File: src/rtl/uart_tx_pkg.sv
package uart_tx_pkg;

  localparam logic [2:0] ADDR_DATA  = 3'd0;
  localparam logic [2:0] ADDR_DIVHI = 3'd1;
  localparam logic [2:0] ADDR_LINE  = 3'd3;
  localparam logic [2:0] ADDR_STAT  = 3'd5;

  localparam int unsigned STAT_HOLD_EMPTY = 5;
  localparam int unsigned STAT_ALL_EMPTY  = 6;

  typedef enum logic [2:0] {
    ST_IDLE,
    ST_START,
    ST_DATA,
    ST_PARITY,
    ST_STOP
  } txState_t;

  typedef struct packed {
    logic load;
    logic nextData;
    logic nextParity;
    logic nextStop;
    logic goIdle;
  } txStrobes_t;

  typedef struct packed {
    logic [1:0] wordSel;
    logic       twoStop;
    logic       parEn;
  } frameCfg_t;

endpackage

File: src/rtl/uart_tx_baud.sv
module uart_tx_baud #(
  parameter int unsigned DIV_W = 16
) (
  input  logic             clk,
  input  logic             rstN,
  input  logic [DIV_W-1:0] divisor,
  output logic             tick
);

  localparam logic [DIV_W-1:0] ONE = DIV_W'(1);

  logic [DIV_W-1:0] cnt;

  always_comb tick = (divisor != '0) && (cnt >= divisor - ONE);

  always_ff @(posedge clk or negedge rstN) begin
    if (!rstN)                         cnt <= '0;
    else if (divisor == '0 || tick)    cnt <= '0;
    else                               cnt <= cnt + ONE;
  end

  AST_TICK_SPACING: assert property (@(posedge clk) disable iff (!rstN)
    (tick && divisor > ONE) |=> (!tick || divisor != $past(divisor)));

endmodule

File: src/rtl/uart_tx_ctrl.sv
module uart_tx_ctrl
  import uart_tx_pkg::*;
#(
  parameter int unsigned TICKS_PER_BIT = 16,
  parameter int unsigned DATA_W        = 8
) (
  input  logic       clk,
  input  logic       rstN,
  input  logic       tick,
  input  logic       holdFull,
  input  frameCfg_t  cfg,
  output txStrobes_t strobes,
  output logic       busy
);

  localparam int unsigned PH_W  = $clog2(TICKS_PER_BIT);
  localparam int unsigned IDX_W = $clog2(DATA_W);
  localparam logic [PH_W-1:0] PH_LAST = PH_W'(TICKS_PER_BIT - 1);

  txState_t         state, stateNext;
  logic [PH_W-1:0]  phase;
  logic [IDX_W-1:0] bitIdx, bitIdxNext;
  logic             stopIdx, stopIdxNext;
  logic             lastTick;
  logic [IDX_W:0]   wordLen;

  always_comb begin
    lastTick = tick && (phase == PH_LAST);
    wordLen  = (IDX_W+1)'(cfg.wordSel) + (IDX_W+1)'(5);
    busy     = (state != ST_IDLE);
  end

  always_comb begin
    strobes     = '0;
    stateNext   = state;
    bitIdxNext  = bitIdx;
    stopIdxNext = stopIdx;
    case (state)
      ST_IDLE: begin
        if (holdFull) begin
          strobes.load = 1'b1;
          stateNext    = ST_START;
        end
      end
      ST_START: begin
        if (lastTick) begin
          strobes.nextData = 1'b1;
          stateNext        = ST_DATA;
          bitIdxNext       = '0;
        end
      end
      ST_DATA: begin
        if (lastTick) begin
          if ({1'b0, bitIdx} == wordLen - (IDX_W+1)'(1)) begin
            stopIdxNext = 1'b0;
            if (cfg.parEn) begin
              strobes.nextParity = 1'b1;
              stateNext          = ST_PARITY;
            end else begin
              strobes.nextStop = 1'b1;
              stateNext        = ST_STOP;
            end
          end else begin
            strobes.nextData = 1'b1;
            bitIdxNext       = bitIdx + IDX_W'(1);
          end
        end
      end
      ST_PARITY: begin
        if (lastTick) begin
          strobes.nextStop = 1'b1;
          stateNext        = ST_STOP;
          stopIdxNext      = 1'b0;
        end
      end
      ST_STOP: begin
        if (lastTick) begin
          if (cfg.twoStop && !stopIdx) begin
            stopIdxNext = 1'b1;
          end else if (holdFull) begin
            strobes.load = 1'b1;
            stateNext    = ST_START;
          end else begin
            strobes.goIdle = 1'b1;
            stateNext      = ST_IDLE;
          end
        end
      end
      default: stateNext = ST_IDLE;
    endcase
  end

  always_ff @(posedge clk or negedge rstN) begin
    if (!rstN) begin
      state   <= ST_IDLE;
      phase   <= '0;
      bitIdx  <= '0;
      stopIdx <= 1'b0;
    end else begin
      state   <= stateNext;
      bitIdx  <= bitIdxNext;
      stopIdx <= stopIdxNext;
      if (state == ST_IDLE)  phase <= '0;
      else if (tick)         phase <= lastTick ? '0 : phase + PH_W'(1);
    end
  end

  AST_FREEZE_WITHOUT_TICK: assert property (@(posedge clk) disable iff (!rstN)
    (state != ST_IDLE && !tick) |=> ($stable(state) && $stable(phase)));

  AST_BIT_IN_WORD: assert property (@(posedge clk) disable iff (!rstN)
    (state == ST_DATA) |-> ({1'b0, bitIdx} < wordLen));

endmodule

File: src/rtl/uart_tx_datapath.sv
module uart_tx_datapath
  import uart_tx_pkg::*;
#(
  parameter int unsigned DATA_W = 8,
  parameter int unsigned DIV_W  = 16
) (
  input  logic             clk,
  input  logic             rstN,
  input  logic [2:0]       busAddr,
  input  logic             busWrEn,
  input  logic [7:0]       busWrData,
  output logic [7:0]       busRdData,
  input  txStrobes_t       strobes,
  input  logic             ctrlBusy,
  output frameCfg_t        cfgLatched,
  output logic             holdFull,
  output logic [DIV_W-1:0] divisor,
  output logic             breakOn,
  output logic             txIdle,
  output logic             txOut
);

  localparam int unsigned HI_W = DIV_W - 8;

  logic [7:0]        lineFmt;
  logic [DIV_W-1:0]  divReg;
  logic [DATA_W-1:0] holdReg, shiftReg, wordMask;
  logic              parReg, lineReg, outReg;
  logic              bankDiv, wrHold, wrDivLo, wrDivHi, wrFmt;
  logic              onesOdd, parNext;

  always_comb begin
    bankDiv = lineFmt[7];
    wrHold  = busWrEn && busAddr == ADDR_DATA  && !bankDiv;
    wrDivLo = busWrEn && busAddr == ADDR_DATA  &&  bankDiv;
    wrDivHi = busWrEn && busAddr == ADDR_DIVHI &&  bankDiv;
    wrFmt   = busWrEn && busAddr == ADDR_LINE;
    for (int i = 0; i < DATA_W; i++)
      wordMask[i] = (i < int'(lineFmt[1:0]) + 5);
    onesOdd = ^(holdReg & wordMask);
    if (lineFmt[5]) parNext = ~lineFmt[4];
    else            parNext = lineFmt[4] ? onesOdd : ~onesOdd;
    breakOn = lineFmt[6];
    divisor = divReg;
    txIdle  = !holdFull && !ctrlBusy;
    txOut   = outReg;
  end

  always_ff @(posedge clk or negedge rstN) begin
    if (!rstN) begin
      lineFmt    <= '0;
      divReg     <= '0;
      holdReg    <= '0;
      holdFull   <= 1'b0;
      shiftReg   <= '0;
      cfgLatched <= '0;
      parReg     <= 1'b0;
      lineReg    <= 1'b1;
      outReg     <= 1'b1;
    end else begin
      if (wrFmt)   lineFmt      <= busWrData;
      if (wrDivLo) divReg[7:0]  <= busWrData;
      if (wrDivHi) divReg[DIV_W-1:8] <= busWrData[HI_W-1:0];
      if (wrHold)  holdReg      <= busWrData[DATA_W-1:0];
      holdFull <= wrHold ? 1'b1 : (strobes.load ? 1'b0 : holdFull);
      if (strobes.load) begin
        shiftReg   <= holdReg & wordMask;
        cfgLatched <= '{wordSel: lineFmt[1:0], twoStop: lineFmt[2], parEn: lineFmt[3]};
        parReg     <= parNext;
        lineReg    <= 1'b0;
      end else if (strobes.nextData) begin
        lineReg  <= shiftReg[0];
        shiftReg <= shiftReg >> 1;
      end else if (strobes.nextParity) begin
        lineReg <= parReg;
      end else if (strobes.nextStop || strobes.goIdle) begin
        lineReg <= 1'b1;
      end
      outReg <= lineReg && !lineFmt[6];
    end
  end

  always_comb begin
    busRdData = '0;
    case (busAddr)
      ADDR_DATA:  if (bankDiv) busRdData = divReg[7:0];
      ADDR_DIVHI: if (bankDiv) busRdData = 8'(divReg[DIV_W-1:8]);
      ADDR_LINE:  busRdData = lineFmt;
      ADDR_STAT: begin
        busRdData[STAT_HOLD_EMPTY] = !holdFull;
        busRdData[STAT_ALL_EMPTY]  = txIdle;
      end
      default: busRdData = '0;
    endcase
  end

  AST_LOAD_NEEDS_BYTE: assert property (@(posedge clk) disable iff (!rstN)
    strobes.load |-> holdFull);

  AST_ONE_STROBE: assert property (@(posedge clk) disable iff (!rstN)
    $onehot0({strobes.load, strobes.nextData, strobes.nextParity,
              strobes.nextStop, strobes.goIdle}));

endmodule

File: src/rtl/uart_frame_tx.sv
module uart_frame_tx
  import uart_tx_pkg::*;
#(
  parameter int unsigned DATA_W        = 8,
  parameter int unsigned DIV_W         = 16,
  parameter int unsigned TICKS_PER_BIT = 16
) (
  input  logic       clk,
  input  logic       rstN,
  input  logic [2:0] busAddr,
  input  logic       busWrEn,
  input  logic [7:0] busWrData,
  output logic [7:0] busRdData,
  output logic       txOut
);

  txStrobes_t       strobes;
  frameCfg_t        cfgLatched;
  logic             holdFull, busy, tick, breakOn, txIdle;
  logic [DIV_W-1:0] divisor;

  uart_tx_baud #(.DIV_W(DIV_W)) u_baud (
    .clk     (clk),
    .rstN    (rstN),
    .divisor (divisor),
    .tick    (tick)
  );

  uart_tx_ctrl #(.TICKS_PER_BIT(TICKS_PER_BIT), .DATA_W(DATA_W)) u_ctrl (
    .clk      (clk),
    .rstN     (rstN),
    .tick     (tick),
    .holdFull (holdFull),
    .cfg      (cfgLatched),
    .strobes  (strobes),
    .busy     (busy)
  );

  uart_tx_datapath #(.DATA_W(DATA_W), .DIV_W(DIV_W)) u_dp (
    .clk        (clk),
    .rstN       (rstN),
    .busAddr    (busAddr),
    .busWrEn    (busWrEn),
    .busWrData  (busWrData),
    .busRdData  (busRdData),
    .strobes    (strobes),
    .ctrlBusy   (busy),
    .cfgLatched (cfgLatched),
    .holdFull   (holdFull),
    .divisor    (divisor),
    .breakOn    (breakOn),
    .txIdle     (txIdle),
    .txOut      (txOut)
  );

  AST_IDLE_LINE_HIGH: assert property (@(posedge clk) disable iff (!rstN)
    (txIdle && !breakOn && !$past(breakOn)) |-> txOut);

endmodule

File: config.mk
export PLATFORM = sky130hd
export DESIGN_NAME = uart_frame_tx
export DESIGN_NICKNAME = d
export VERILOG_FILES = /design/src/rtl/uart_tx_pkg.sv /design/src/rtl/uart_tx_baud.sv /design/src/rtl/uart_tx_ctrl.sv /design/src/rtl/uart_tx_datapath.sv /design/src/rtl/uart_frame_tx.sv
export SDC_FILE = /design/constraint.sdc
export NUM_CORES = 1
export LEC_CHECK = 0
export BUFFER_PORTS_ARGS = -buffer_cell sky130_fd_sc_hd__clkbuf_2
export CORE_MARGIN = 10
export CORE_UTILIZATION = 60
export DETAILED_ROUTE_END_ITERATION = 12
export PLACE_DENSITY = 0.78
export SETUP_SLACK_MARGIN = 0.02
export SYNTH_ARGS = -nofsm -noshare
export SYNTH_HDL_FRONTEND = slang
export SYNTH_SLANG_ARGS = --single-unit
File: constraint.sdc
create_clock -name clk -period 5.3 [get_ports clk]
set_clock_uncertainty 0.1 [all_clocks]
set_input_delay 0.53 -clock clk [delete_from_list [all_inputs] [get_ports clk]]
set_output_delay 0.53 -clock clk [all_outputs]
set_load 0.005 [all_outputs]
* Word level (Yosys, flattened, before mapping) *
Cells that the tools add are included.

storage, ports and cells
  output and inout port bits = 9
  register bits = 75
  bits of input ports = 14
  logic and storage cells = 143

operators by class
  reduce and logical (&&, ||, !) cells = 33
  bitwise gates (word level) = 3
  equality and inequality tests = 18
  mux-type cells = 56
  magnitude comparators = 9
  $add $sub $neg = 7

operators with widths
  kind                     number
  $lt A4 B32 Y1 const A    4
  $lt A3 B32 Y1 const A    2
  $mux W3                  12
  $lt A1 B32 Y1 const A    1
  $lt A2 B32 Y1 const A    1
  $mux W8                  4
  $mux W1                  26
  $add A16 B1 Y16 const B  1
  $ge A16 B16 Y1           1
  $logic_not A16 Y1        1
  $mux W16                 1
  $reduce_bool A16 Y1      1
  $sub A16 B1 Y16 const B  1
  $pmux W3 S5              1
  $pmux W5 S3              1
  $ne A2 B1 Y1 const B     7
  $mux W4                  3
  $logic_and A1 B1 Y1      11
  $eq A3 B2 Y1 const B     3
  $add A2 B3 Y4 const B    2
  $and A8 B8 Y8            1
  $pmux W2 S4              1
  $reduce_bool A2 Y1       4
  $reduce_xor A8 Y1        1
  21 further kinds         35

* Depth between registers and ports, before layout *
  depth after elaboration = 11
  mapped depth = 13

* Cells and area by module *
From an unflattened synthesis, not the netlist that was laid out.

unflattened totals
  cells, all modules = 427
  area, all modules = 4434.3 um^2

modules (own cells, without submodules)
  module            area an instance (um^2)  instances  cells each
  uart_tx_datapath  2263.4                   1          185
  uart_tx_baud      1448.9                   1          158
  uart_tx_ctrl      721.9                    1          84

* Worst setup path after synthesis *
OpenSTA, ideal clock, no wires.

  kind = register to register
  from = register u_dp.divReg[4], in the netlist u_dp.divisor[4]
  to = register u_dp.shiftReg[1]
  setup slack = 1.288 ns
  period minus slack after synthesis = 4.012 ns
  arrival = 3.787 ns
  stages on the path, launching flop included = 14
  data required time = 5.075 ns
  setup time = 0.125 ns
  path through = dfrtp_1 > or3_1 > nor3_1 > nand3_1 > nor4_1 > xnor2_1 > ha_1 > nand4_1 > or4_1 > o32a_4 > a21oi_2 > buf_6 > mux2_1 > mux2_4

between the ends
  word-level cells in the longest chain between the ends = 7

ends and longest elaborated chain
  what                                                  RTL line                RTL
  from (decl)                                           uart_tx_datapath.sv:26  logic [DIV_W-1:0] divReg;
  from (signal assigned)                                uart_tx_datapath.sv:62  if (wrDivLo) divReg[7:0] <= busWrData;
  from (signal, indexed assignment)                     uart_tx_datapath.sv:63  if (wrDivHi) divReg[DIV_W-1:8] <= busWrData[HI_W-1:0];
  $sub A16 B1 Y16                                       uart_tx_baud.sv:14      always_comb tick = (divisor != '0) && (cnt >= divisor - ONE);
  $ge A16 B16 Y1                                        uart_tx_baud.sv:14
  $logic_and A1 B1 Y1 (*)                               uart_tx_baud.sv:14
  $logic_and A1 B1 Y1 (*)                               uart_tx_ctrl.sv:28      lastTick = tick && (phase == PH_LAST);
  $mux W1 (tied with other cells)                       uart_tx_ctrl.sv:77      if (lastTick) begin
  $pmux W1 S2                                           uart_tx_ctrl.sv:38      case (state)
  $mux W8 / $reduce_bool A2 Y1 (equally long branches)  --
  to (signal assigned)                                  uart_tx_datapath.sv:67  shiftReg <= holdReg & wordMask;
  to (signal assigned)                                  uart_tx_datapath.sv:73  shiftReg <= shiftReg >> 1;
  to (decl)                                             uart_tx_datapath.sv:27  logic [DATA_W-1:0] holdReg, shiftReg, wordMask;

Mark *: on every way between the ends. The rest lies on a longest branch, timed or not.
A chain may end at the register's enable or synchronous reset.

* Final worst setup path *
  from = register u_dp.divReg[2], in the netlist u_dp.divisor[2]
  to = register u_dp.shiftReg[0]

The elaborated chain is that of the path after synthesis.

==> impl_metrics.py <==
metrics = {
    "status": {
        "outcome": "completed",
    },
    "sta": {
        "finalHoldViolations": 0,
        "slew_violations": 0,
        "rsz0062_at_grt": "false",
        "finalSetupTns_ps": 0,
        "tightest_slew_ps": 1049,
        "slew_headroom_pct": 29.53,
        "fmax_mhz": 219.6,
        "setup_viol": 0,
        "fin_crit_sh_pct": 85.92,
        "post-route-min-period_ps": 4554,
    },
    "pwr": {
        "p_leak_nw": 2.105,
        "max-vdd-ir-drop_uv": 283.5,
        "power.density_nw_per_um2": 446.5,
    },
    "floorplanning": {
        "die_width_um": 105.0,
        "start_util_pct": 62.74,
        "dieArea_um2": 11020,
        "fp.dieH_um": 105.0,
        "rows": 30,
        "core_um2": 6907,
        "ios": 23,
    },
    "grt": {
        "grtUsageTotal_pct": 16.52,
        "grt_pass1_wl_um": 15120,
        "grt-busiest-layer": "met2",
        "use_met1_pct": 22.35,
        "grt_max_degree": 76,
        "grt_use_met2_pct": 25.00,
        "gr-total-overflow": 0,
        "grt_pass1_vias": 3131,
        "antenna_found_initial": 0,
        "met3_usage_pct": 4.054,
    },
    "setup_path": {
        "crit_type": "reg -> reg",
        "r2r_cells": 12,
        "crit_path_end_kind": "flip-flop",
        "path_max_fanout": 12,
        "cp.arrival_ps": 4700,
        "crit_required_ps": 5440,
        "start_kind": "flip-flop",
    },
    "placement": {
        "dp_cells": 515,
        "place_congestion": 0.8771,
        "io_buffer_count": 22,
        "hpwl_um": 6654,
    },
    "logic_synthesis": {
        "synth-edff-count": 0,
        "ys_types": 58,
        "synth_ff_type": "dfrtp_1",
        "syn_inst": 405,
        "synth_fp_nets": 440,
        "yosys_warnings": 0,
        "async_flop_share_pct": 100.0,
        "synthesis.area_um2": 4333,
        "ys_seq_area_share_pct": 43.37,
        "syn_avg_cell_area_um2": 10.70,
        "synth-seq-cells": 75,
    },
    "clock_tree": {
        "cts_buffers": 9,
        "ctsHoldBuffers": 0,
        "post-cts-setup-buffer-count": 0,
        "insertion_delay_ps": 360,
        "cts_sinks": 75,
        "clkTransAtPathRegs_ps": 90,
        "tritoncts": "done",
        "cts_root_buf": "clkbuf_8",
        "htree_levels": 3,
        "post_cts_resized": 0,
        "clockBufferDepth": 2,
    },
    "routing": {
        "post_drt_wl_per_cell_um": 16.84,
        "first_iter_violations": 206,
        "ant_nets": 0,
        "via_per_inst": 5.870,
        "route.detailed.drc": 0,
        "vias": 3117,
        "first_pass_iters": 4,
        "wirelength_um": 8944,
    },
    "layout": {
        "n_antenna_cell": 0,
        "multiInputGateArea_um2": 2370,
        "drive_gt1_share_pct": 21.15,
        "area_growth_pct": 9.154,
        "fin_cells": 531,
        "fillers": 543,
        "ff_latch_area_um2": 1879,
        "final_cell_mix": "dfrtp_1 (73), nor2_1 (40), mux2_2 (33)",
        "nNetsFinal": 465,
        "final_common_cell": "dfrtp_1",
    },
    "min_path": {
        "hp-class": "in -> async",
    },
    "run": {
        "drv_cap": 0,
    },
}
[routing by layer]
metal / vias to the layer above / part of all wire, %
met2: 77 / 44
met3: 17 / 4.9
met1: 1510 / 48
met5: - / 0
met4: 0 / 2.4
li1: 1513 / -
[area by class of cell]
type / instances / share of cell area [%]
Inverter: 9 / 0.7143
Timing Repair Buffer: 23 / 2.540
Clock inverter: 7 / 1.746
Sequential cell: 75 / 39.74
Tap cell: 96 / 2.540
Multi-Input combinational cell: 312 / 50.11
Clock buffer: 9 / 2.619
[Yosys cell counts, drive strengths merged, types with 5 or more instances]
cell	n	area share, %
o21ai	15	1.7
nand4	5	0.72
inv	9	0.78
nand3	13	1.5
xnor2	18	3.6
nand3b	6	1.0
clkbuf	5	0.43
and3	9	1.3
nand2	27	2.3
nor2	41	3.6
dfrtp	73	42
nor3	8	0.92
nor2b	5	0.72
xor2	16	3.2
ha	21	6.1
a21oi	20	3.0
mux2	48	13
o211ai	5	0.87
mux2i	9	2.1
[state kept, by name, summed over array words and instances (netlist names), 3 cells and up]
name / flops
u_dp.shiftReg: 8
u_ctrl.bitIdx: 3
u_baud.cnt: 16
u_dp.divisor: 16
u_dp.lineFmt: 8
u_dp.cfgLatched: 4
u_dp.holdReg: 8
u_ctrl.state: 3
u_ctrl.phase: 4
[worst max-delay path: stages, from the launching register on]
cell and delay, ps:
dfrtp_1 450, or3_1 400, nor3_1 310, nand3_1 190, nor4_1 260, xnor2_1 120
ha_1 310, nand4_1 170, or4_1 570, o32a_4 390, a21oi_2 500, mux2_2 400
mux2_4 250
[path summary, 6_finish.rpt]
kind / start / end / slack [ps]
max: u_dp.divisor[2]$_DFFE_PN0P_ / u_dp.shiftReg[0]$_DFFE_PN0P_ / 750
min: rstN / u_baud.cnt[9]$_DFF_PN0_ / 200
max reg2reg: u_dp.divisor[2]$_DFFE_PN0P_ / u_dp.shiftReg[0]$_DFFE_PN0P_ / 750
min reg2reg: u_dp.lineReg$_DFFE_PN1P_ / u_dp.txOut$_DFF_PN1_ / 390
max in group asynchronous: rstN / u_dp.divisor[7]$_DFFE_PN0P_ / 4280
min in group clk: busWrData[7] / u_dp.divisor[15]$_DFFE_PN0P_ / 360
[metrics by stage]
stage | utilization (%) | hold slack [ps] | power (W) | setup slack [ps] | cell area [µm²]
2_1_floorplan | - | 134.4 | 0.001447 | 1288 | 4333
3_3_place_gp | 65.49 | 374.9 | 0.001607 | 905.1 | 4523
3_5_place_dp | 65.49 | 374.9 | 0.001655 | 762.9 | 4523
4_1_cts | 68.48 | 251.5 | 0.002113 | 743.7 | 4730
5_1_grt | 68.48 | 265.1 | 0.002257 | 310.3 | 4730
6_report | 68.48 | 201.3 | 0.002112 | 746.1 | 4730
[kinds of logic after synthesis]
family                   synth area share, %
AO/OA/AOI/OAI                          10.51
XOR/XNOR                               7.392
adder cells (fa/ha/maj)                6.064
buffers and inverters                  1.934
flip-flops                             43.37
multiplexers                           15.07
AND/OR/NAND/NOR                        15.65
[power by group]
group / total, W / switching (W) / internal, W / leakage [nW]
logic: 0.000729 / 0.000349 / 0.000381 / 1.05
registers: 0.000921 / 0.000195 / 0.000726 / 0.950
clock network: 0.000461 / 0.000234 / 0.000227 / 0.104
total: 0.00211 / 0.000778 / 0.00133 / 2.10
Power figures use the tool's default switching activity.
